<file path="src/rtl/cfg_tw_pkg.sv">
package cfg_tw_pkg;

    localparam int DW      = 8;   // register and bus byte width
    localparam int NREGS   = 8;   // registers in the bank
    localparam int IDX_W   = 5;   // offset field width in the command
    localparam int RO_IDX  = 7;   // read-only identity register
    localparam int NUM_OUT = 4;   // output enables
    localparam int BIT_W   = $clog2(DW);

    // command byte layout
    localparam int CMD_BYTE_BIT = 7;
    localparam int CS_HI        = 6;
    localparam int CS_LO        = 5;

    // control bit locations
    localparam int OE_REG       = 0;
    localparam int OE_LSB       = 3;
    localparam int SS_REG       = 2;
    localparam int SS_SEL_BIT   = 7;
    localparam int SS_EN_BIT    = 2;
    localparam int FREQ_BIT     = 0;
    localparam int TST_REG      = 6;
    localparam int TST_SEL_BIT  = 7;
    localparam int TST_MODE_BIT = 6;

    typedef enum logic [2:0] {
        ST_IDLE, ST_RX, ST_RXEND, ST_ACK, ST_TX, ST_MACK, ST_MACKD
    } tw_state_e;

    typedef enum logic [1:0] {
        PH_ADDR, PH_CMD, PH_COUNT, PH_DATA
    } tw_phase_e;

    typedef struct packed {
        tw_state_e          st;
        tw_phase_e          ph;
        logic [BIT_W-1:0]   bit_cnt;
        logic [DW-1:0]      shreg;
        logic [DW-1:0]      txsh;
        logic [IDX_W-1:0]   ptr;
        logic [DW-1:0]      remain;
        logic               cnt_pend;
        logic               go_tx;
        logic               oe;
    } tw_ctx_t;

    function automatic logic [DW-1:0] reg_default(input int idx);
        case (idx)
            0:       return 8'h7C;
            2:       return 8'hEB;
            7:       return 8'h01;
            default: return 8'h00;
        endcase
    endfunction

endpackage

</file>
<file path="src/rtl/cfg_tw_line_sync.sv">
module cfg_tw_line_sync #(
    parameter int STAGES = 2
) (
    input  logic clk,
    input  logic rst_n,
    input  logic scl_i,
    input  logic sda_i,
    output logic scl_s_o,
    output logic sda_s_o,
    output logic scl_rise_o,
    output logic scl_fall_o,
    output logic start_ev_o,
    output logic stop_ev_o
);

    logic [STAGES-1:0] scl_pipe_q, sda_pipe_q;
    logic              scl_prev_q, sda_prev_q;

    generate
        if (STAGES == 1) begin : g_one
            always_ff @(posedge clk or negedge rst_n) begin
                if (!rst_n) begin
                    scl_pipe_q <= '1;
                    sda_pipe_q <= '1;
                end else begin
                    scl_pipe_q <= scl_i;
                    sda_pipe_q <= sda_i;
                end
            end
        end else begin : g_many
            always_ff @(posedge clk or negedge rst_n) begin
                if (!rst_n) begin
                    scl_pipe_q <= '1;
                    sda_pipe_q <= '1;
                end else begin
                    scl_pipe_q <= {scl_pipe_q[STAGES-2:0], scl_i};
                    sda_pipe_q <= {sda_pipe_q[STAGES-2:0], sda_i};
                end
            end
        end
    endgenerate

    always_ff @(posedge clk or negedge rst_n) begin
        if (!rst_n) begin
            scl_prev_q <= 1'b1;
            sda_prev_q <= 1'b1;
        end else begin
            scl_prev_q <= scl_pipe_q[STAGES-1];
            sda_prev_q <= sda_pipe_q[STAGES-1];
        end
    end

    assign scl_s_o    = scl_pipe_q[STAGES-1];
    assign sda_s_o    = sda_pipe_q[STAGES-1];
    assign scl_rise_o = scl_s_o & ~scl_prev_q;
    assign scl_fall_o = ~scl_s_o & scl_prev_q;
    assign start_ev_o = scl_s_o & scl_prev_q & sda_prev_q & ~sda_s_o;
    assign stop_ev_o  = scl_s_o & scl_prev_q & ~sda_prev_q & sda_s_o;

endmodule

</file>
<file path="src/rtl/cfg_tw_reg_bank.sv">
module cfg_tw_reg_bank
    import cfg_tw_pkg::*;
(
    input  logic               clk,
    input  logic               rst_n,
    input  logic               wr_en_i,
    input  logic [IDX_W-1:0]   wr_idx_i,
    input  logic [DW-1:0]      wr_data_i,
    input  logic [IDX_W-1:0]   rd_idx_i,
    output logic [DW-1:0]      rd_data_o,
    output logic [NUM_OUT-1:0] out_en_o,
    output logic               spread_sel_o,
    output logic               spread_en_o,
    output logic               freq_sel_o,
    output logic               test_sel_o,
    output logic               test_mode_o
);

    localparam int                 AW      = $clog2(NREGS);
    localparam logic [IDX_W-1:0]   NREGS_I = IDX_W'(NREGS);

    logic [NREGS-1:0][DW-1:0] regs_q;

    generate
        for (genvar i = 0; i < NREGS; i++) begin : g_reg
            localparam logic [DW-1:0] RST = reg_default(i);
            if (i == RO_IDX) begin : g_ro
                assign regs_q[i] = RST;
            end else begin : g_rw
                logic [DW-1:0] cell_d, cell_q;
                always_comb begin
                    cell_d = cell_q;
                    if (wr_en_i && (wr_idx_i == IDX_W'(i)))
                        cell_d = wr_data_i;
                end
                always_ff @(posedge clk or negedge rst_n) begin
                    if (!rst_n) cell_q <= RST;
                    else        cell_q <= cell_d;
                end
                assign regs_q[i] = cell_q;
            end
        end
    endgenerate

    assign rd_data_o    = (rd_idx_i < NREGS_I) ? regs_q[rd_idx_i[AW-1:0]] : '0;

    assign out_en_o     = regs_q[OE_REG][OE_LSB +: NUM_OUT];
    assign spread_sel_o = regs_q[SS_REG][SS_SEL_BIT];
    assign spread_en_o  = regs_q[SS_REG][SS_EN_BIT];
    assign freq_sel_o   = regs_q[SS_REG][FREQ_BIT];
    assign test_sel_o   = regs_q[TST_REG][TST_SEL_BIT];
    assign test_mode_o  = regs_q[TST_REG][TST_MODE_BIT];

endmodule

</file>
<file path="src/rtl/cfg_tw_proto_fsm.sv">
module cfg_tw_proto_fsm
    import cfg_tw_pkg::*;
#(
    parameter logic [6:0] DEV_ADDR = 7'h69
) (
    input  logic             clk,
    input  logic             rst_n,
    input  logic             scl_rise_i,
    input  logic             scl_fall_i,
    input  logic             sda_s_i,
    input  logic             start_ev_i,
    input  logic             stop_ev_i,
    input  logic [DW-1:0]    rd_data_i,
    output logic [IDX_W-1:0] rd_idx_o,
    output logic             wr_en_o,
    output logic [IDX_W-1:0] wr_idx_o,
    output logic [DW-1:0]    wr_data_o,
    output logic             sda_oe_o,
    output logic             busy_o
);

    localparam logic [BIT_W-1:0] LAST_BIT   = BIT_W'(DW - 1);
    localparam logic [DW-1:0]    COUNT_BYTE = DW'(NREGS);

    tw_ctx_t q, d;
    logic [DW-1:0] nxt_byte;

    function automatic logic [IDX_W-1:0] sat_inc(input logic [IDX_W-1:0] p);
        return (&p) ? p : p + IDX_W'(1);
    endfunction

    always_comb begin
        d        = q;
        wr_en_o  = 1'b0;
        nxt_byte = q.cnt_pend ? COUNT_BYTE : rd_data_i;

        if (start_ev_i) begin
            d.st      = ST_RX;
            d.ph      = PH_ADDR;
            d.bit_cnt = '0;
            d.oe      = 1'b0;
        end else if (stop_ev_i) begin
            d.st = ST_IDLE;
            d.oe = 1'b0;
        end else begin
            unique case (q.st)
                ST_IDLE: ;
                ST_RX: begin
                    if (scl_rise_i) begin
                        d.shreg = {q.shreg[DW-2:0], sda_s_i};
                        if (q.bit_cnt == LAST_BIT) d.st = ST_RXEND;
                        else                       d.bit_cnt = q.bit_cnt + BIT_W'(1);
                    end
                end
                ST_RXEND: begin
                    if (scl_fall_i) begin
                        d.bit_cnt = '0;
                        d.st      = ST_ACK;
                        d.oe      = 1'b1;
                        d.go_tx   = 1'b0;
                        unique case (q.ph)
                            PH_ADDR: begin
                                if (q.shreg[DW-1:1] == DEV_ADDR) begin
                                    d.go_tx = q.shreg[0];
                                    if (!q.shreg[0]) d.ph = PH_CMD;
                                end else begin
                                    d.st = ST_IDLE;
                                    d.oe = 1'b0;
                                end
                            end
                            PH_CMD: begin
                                if (q.shreg[CS_HI:CS_LO] != 2'b00) begin
                                    d.st = ST_IDLE;
                                    d.oe = 1'b0;
                                end else if (q.shreg[CMD_BYTE_BIT]) begin
                                    d.ptr      = q.shreg[IDX_W-1:0];
                                    d.remain   = DW'(1);
                                    d.cnt_pend = 1'b0;
                                    d.ph       = PH_DATA;
                                end else begin
                                    d.ptr      = '0;
                                    d.cnt_pend = 1'b1;
                                    d.ph       = PH_COUNT;
                                end
                            end
                            PH_COUNT: begin
                                d.remain = q.shreg;
                                d.ph     = PH_DATA;
                            end
                            PH_DATA: begin
                                if (q.remain != '0) begin
                                    wr_en_o  = 1'b1;
                                    d.remain = q.remain - DW'(1);
                                    d.ptr    = sat_inc(q.ptr);
                                end
                            end
                            default: ;
                        endcase
                    end
                end
                ST_ACK: begin
                    if (scl_fall_i) begin
                        if (q.go_tx) begin
                            d.st      = ST_TX;
                            d.bit_cnt = '0;
                            d.txsh    = nxt_byte;
                            d.oe      = ~nxt_byte[DW-1];
                            if (q.cnt_pend) d.cnt_pend = 1'b0;
                            else            d.ptr = sat_inc(q.ptr);
                        end else begin
                            d.st = ST_RX;
                            d.oe = 1'b0;
                        end
                    end
                end
                ST_TX: begin
                    if (scl_fall_i) begin
                        if (q.bit_cnt == LAST_BIT) begin
                            d.st = ST_MACK;
                            d.oe = 1'b0;
                        end else begin
                            d.txsh    = q.txsh << 1;
                            d.oe      = ~q.txsh[DW-2];
                            d.bit_cnt = q.bit_cnt + BIT_W'(1);
                        end
                    end
                end
                ST_MACK: begin
                    if (scl_rise_i) d.st = sda_s_i ? ST_IDLE : ST_MACKD;
                end
                ST_MACKD: begin
                    if (scl_fall_i) begin
                        d.st      = ST_TX;
                        d.bit_cnt = '0;
                        d.txsh    = nxt_byte;
                        d.oe      = ~nxt_byte[DW-1];
                        if (q.cnt_pend) d.cnt_pend = 1'b0;
                        else            d.ptr = sat_inc(q.ptr);
                    end
                end
                default: begin
                    d.st = ST_IDLE;
                    d.oe = 1'b0;
                end
            endcase
        end
    end

    always_ff @(posedge clk or negedge rst_n) begin
        if (!rst_n) q <= '0;
        else        q <= d;
    end

    assign rd_idx_o  = q.ptr;
    assign wr_idx_o  = q.ptr;
    assign wr_data_o = q.shreg;
    assign sda_oe_o  = q.oe;
    assign busy_o    = (q.st != ST_IDLE);

endmodule

</file>
<file path="src/rtl/cfg_twowire_slave.sv">
module cfg_twowire_slave
    import cfg_tw_pkg::*;
#(
    parameter logic [6:0] DEV_ADDR    = 7'h69,
    parameter int         SYNC_STAGES = 2
) (
    input  logic               clk,
    input  logic               rst_n,
    input  logic               scl_i,
    input  logic               sda_i,
    output logic               sda_oe_o,
    output logic [NUM_OUT-1:0] out_en_o,
    output logic               spread_sel_o,
    output logic               spread_en_o,
    output logic               freq_sel_o,
    output logic               test_sel_o,
    output logic               test_mode_o
);

    logic scl_s, sda_s, scl_rise, scl_fall, start_ev, stop_ev;
    logic wr_en, busy;
    logic [IDX_W-1:0] wr_idx, rd_idx;
    logic [DW-1:0]    wr_data, rd_data;

    cfg_tw_line_sync #(.STAGES(SYNC_STAGES)) u_sync (
        .clk        (clk),
        .rst_n      (rst_n),
        .scl_i      (scl_i),
        .sda_i      (sda_i),
        .scl_s_o    (scl_s),
        .sda_s_o    (sda_s),
        .scl_rise_o (scl_rise),
        .scl_fall_o (scl_fall),
        .start_ev_o (start_ev),
        .stop_ev_o  (stop_ev)
    );

    cfg_tw_proto_fsm #(.DEV_ADDR(DEV_ADDR)) u_fsm (
        .clk        (clk),
        .rst_n      (rst_n),
        .scl_rise_i (scl_rise),
        .scl_fall_i (scl_fall),
        .sda_s_i    (sda_s),
        .start_ev_i (start_ev),
        .stop_ev_i  (stop_ev),
        .rd_data_i  (rd_data),
        .rd_idx_o   (rd_idx),
        .wr_en_o    (wr_en),
        .wr_idx_o   (wr_idx),
        .wr_data_o  (wr_data),
        .sda_oe_o   (sda_oe_o),
        .busy_o     (busy)
    );

    cfg_tw_reg_bank u_bank (
        .clk          (clk),
        .rst_n        (rst_n),
        .wr_en_i      (wr_en),
        .wr_idx_i     (wr_idx),
        .wr_data_i    (wr_data),
        .rd_idx_i     (rd_idx),
        .rd_data_o    (rd_data),
        .out_en_o     (out_en_o),
        .spread_sel_o (spread_sel_o),
        .spread_en_o  (spread_en_o),
        .freq_sel_o   (freq_sel_o),
        .test_sel_o   (test_sel_o),
        .test_mode_o  (test_mode_o)
    );

endmodule

</file>
<file path="config.mk">
export PLATFORM = sky130hd
export DESIGN_NAME = cfg_twowire_slave
export DESIGN_NICKNAME = d
export VERILOG_FILES = /design/src/rtl/cfg_tw_pkg.sv /design/src/rtl/cfg_tw_line_sync.sv /design/src/rtl/cfg_tw_reg_bank.sv /design/src/rtl/cfg_tw_proto_fsm.sv /design/src/rtl/cfg_twowire_slave.sv
export SDC_FILE = /design/constraint.sdc
export NUM_CORES = 1
export LEC_CHECK = 0
export ABC_AREA = 1
export BUFFER_PORTS_ARGS = -buffer_cell sky130_fd_sc_hd__buf_2
export CORE_ASPECT_RATIO = 1.1
export CORE_MARGIN = 8
export CORE_UTILIZATION = 55
export CTS_CLUSTER_DIAMETER = 50
export CTS_CLUSTER_SIZE = 24
export DETAILED_ROUTE_END_ITERATION = 16
export PLACE_DENSITY_LB_ADDON = 0.08
export REMOVE_ABC_BUFFERS = 1
export SETUP_SLACK_MARGIN = 0.4
export SLEW_MARGIN = 10
export SYNTH_ARGS = -nofsm -noshare
export SYNTH_HDL_FRONTEND = slang
export SYNTH_SLANG_ARGS = --single-unit
</file>
<file path="constraint.sdc">
create_clock -name clk -period 2.4 [get_ports clk]
set_input_delay 0.24 -clock clk [delete_from_list [all_inputs] [get_ports clk]]
set_output_delay 0.24 -clock clk [all_outputs]
set_load 0.01 [all_outputs]
</file>
==> impl_metrics.env <==
export IMPL_status="complete, no violations"
export IMPL_path_clk_slew_ps=70
export IMPL_layout_commonest_cell="nand2_1"
export IMPL_startpoint_type="flop"
export IMPL_ys_flop_type="dfrtp_1"
export IMPL_avgViaCountPerCell=5.52
export IMPL_ys_seq_area_share_pct=44.9
export IMPL_period_minus_slack_ps=1840
export IMPL_max_freq_ghz=0.544
export IMPL_p_total_mw=5.63
export IMPL_cts_max_path_buffers=2
export IMPL_ir_drop_uv=656
export IMPL_ys_warn_count=0
export IMPL_place_congestion=0.941
export IMPL_crit_fanout=22
export IMPL_dieWidth_um=113
export IMPL_areaGrowthSynthToFinish_pct=9.20
export IMPL_hold_viol=0
export IMPL_synthMuxAreaShare_pct=0
export IMPL_drtPass1Iterations=5
export IMPL_cts_buffers_inserted=9
export IMPL_io_buffers=13
export IMPL_path_class="flop to flop"
export IMPL_finalCritPeriodShare_pct=76.6
export IMPL_yosys_area_share_simple_pct=33.7
export IMPL_fillerInstances=946
export IMPL_synth_seq_cells=101
export IMPL_rows=39
export IMPL_synth_cell_types=32
export IMPL_grt_pass1_wl_um=24000
export IMPL_fp_dieH_um=123
export IMPL_register_area_sq_um=2550
export IMPL_grt_max_degree=42
export IMPL_setup_violations=0
export IMPL_hold_class="flop to flop"
export IMPL_p_leak_nw=3.14
export IMPL_post_route_drc_count=0
export IMPL_yosys_area_share_adder_pct=2.43
export IMPL_initial_core_util_pct=55.6
export IMPL_htreeDepth=3
export IMPL_clk_insertion_delay_late_ps=350
export IMPL_nets=806
export IMPL_num_vias=5072
export IMPL_grt_usage_pct=21.8
export IMPL_skew_ps=11.1
export IMPL_synth_compound_area_share_pct=10.6
export IMPL_p_per_area_nw_per_um2=909
export IMPL_synthXorXnorAreaFrac_pct=0.154
export IMPL_routed_wl_um=14300
export IMPL_syn_avg_cell_area_sq_um=7.29
export IMPL_worst_ep_arrival_time_ps=2060
export IMPL_mostFrequentLayoutCells="nand2_1, nor2_1, dfrtp_1"
export IMPL_synth_edff_count=0
export IMPL_synth_top_family_by_area="simple AND/OR/NAND/NOR gates"
export IMPL_grt_pass1_vias=4923
export IMPL_io_pins=14
export IMPL_clock_sinks=101
export IMPL_gr_total_overflow=0
export IMPL_drtIter0Drc=311
export IMPL_async_flop_share_pct=100
export IMPL_antenna_left=0
export IMPL_slew_violations=0
export IMPL_dp_hpwl_um=10300
export IMPL_layout_drive_gt1_share_pct=11.1
export IMPL_rsz0062_at_grt="yes"
export IMPL_cts_tree="yes"
export IMPL_multi_input_area_sq_um=2680
export IMPL_antenna_found_initial=0
export IMPL_postSynthCellCount=778
export IMPL_core_sq_um=10200
export IMPL_syn_area_sq_um=5670
export IMPL_cp_data_required_time_ps=2620
export IMPL_worst_pin_slew_ps=508
export IMPL_design_die_area_sq_um=13800
export IMPL_max_cap_violations=0
export IMPL_max_slew_margin_pct=66.1
export IMPL_diodes=0
export IMPL_setup_tns_ps=0
export IMPL_ctsRootBufferMaster="clkbuf_16"
export IMPL_wl_per_cell_um=15.6
export IMPL_cp_end_kind="flop"
[sequential cells by signal, indices dropped and copies added (netlist names), named ones only]
name,cells
u_bank.g.g_rw.cell_q,56
u_fsm.q,25
u_fsm.wr_data_o,8
u_sync.scl_pipe_q,2
u_sync.sda_pipe_q,2
u_fsm.sda_oe_o,1
u_sync.scl_prev_q,1
u_sync.sda_prev_q,1
[path summary, 6_finish.rpt]
kind                                      start                              to  slack [ps]  cells past startpoint
max                                        flop  u_bank.g_reg[5].g_rw.cell_q[6]         560                      7
min                        u_sync.scl_pipe_q[0]            u_sync.scl_pipe_q[1]         360                      0
max reg2reg                                flop  u_bank.g_reg[5].g_rw.cell_q[6]         560                      7
min reg2reg                u_sync.scl_pipe_q[0]            u_sync.scl_pipe_q[1]         360                      0
max in group asynchronous                 rst_n  u_bank.g_reg[2].g_rw.cell_q[3]        1220                      3
min in group asynchronous                 rst_n  u_bank.g_reg[0].g_rw.cell_q[1]         410                      2
[cell usage after synthesis (all sizes together) (2+ instances only)]
master | n | area (sq um)
a211oi | 2 | 15.0
a21oi | 12 | 60.1
buf | 12 | 120
clkbuf | 16 | 60.1
dfrtp | 84 | 2100
dfstp | 17 | 447
ha | 11 | 138
inv | 74 | 280
nand2 | 268 | 1070
nand3 | 62 | 310
nand3b | 3 | 22.5
nand4 | 10 | 62.6
nor2 | 87 | 358
nor3 | 14 | 81.3
o21ai | 96 | 484
o22ai | 3 | 18.8
[worst max-delay path: stages (launching register included)]
cell and delay, ps:
dfrtp_1 500, buf_4 310, ha_1 180, inv_1 60
nor3_1 320, nand2_4 180, nand2_1 110, o21ai_2 50
[power breakdown]
| group | switching, mW | total, mW | internal (mW) |
|---|---|---|---|
| Clock | 0.672 | 1.50 | 0.824 |
| Combinational | 1.44 | 2.05 | 0.605 |
| Sequential | 0.208 | 2.09 | 1.88 |
[layer usage]
metal | up-vias | share of wire, % | track usage, %
met5 | - | 0 | 0
met4 | 0 | 4.1 | 11.6
met3 | 32 | 4.1 | 3.49
met2 | 146 | 49 | 37.3
met1 | 2369 | 43 | 26.2
li1 | 2525 | - | -
[final cells by class]
| class | count | share of cell area, % |
|---|---|---|
| clock buffers | 9 | 3.63 |
| multi-input cells | 574 | 43.2 |
| repair buffers | 30 | 3.53 |
| flip-flops and latches | 101 | 41.2 |
| well taps | 123 | 2.48 |
| clock inverters | 7 | 1.29 |
| inverters | 75 | 4.64 |
[per-stage QoR]
stage                     instances  area [sq um]  worst slack, ps  hold slack, ps  util [%]
after floorplan                 750          5490              440           -55.6         -
after global placement          897          5810              457             241      57.0
after detailed placement        897          5810              425             248      57.0
after CTS                       916          6150              447             362      60.3
after global routing            919          6200              390             363      60.8
final                           919          6200              562             359      60.8
[logic make-up (layout without fill, tap and decap cells)]
family,after synthesis,in the layout
simple gates,446,446
compound gates,116,116
flops,101,101
buf+inv,103,121
xor+xnor,1,1
fa+ha+maj,11,11
[what timing repair did]
item	in CTS	in global routing
setup buffers	0	3
endpoints found under the setup margin	1	64
pin swaps	0	1
resized for setup	1	8
hold endpoints to repair	35	0
hold buffers	3	0
(Power assumes the default switching activity.)
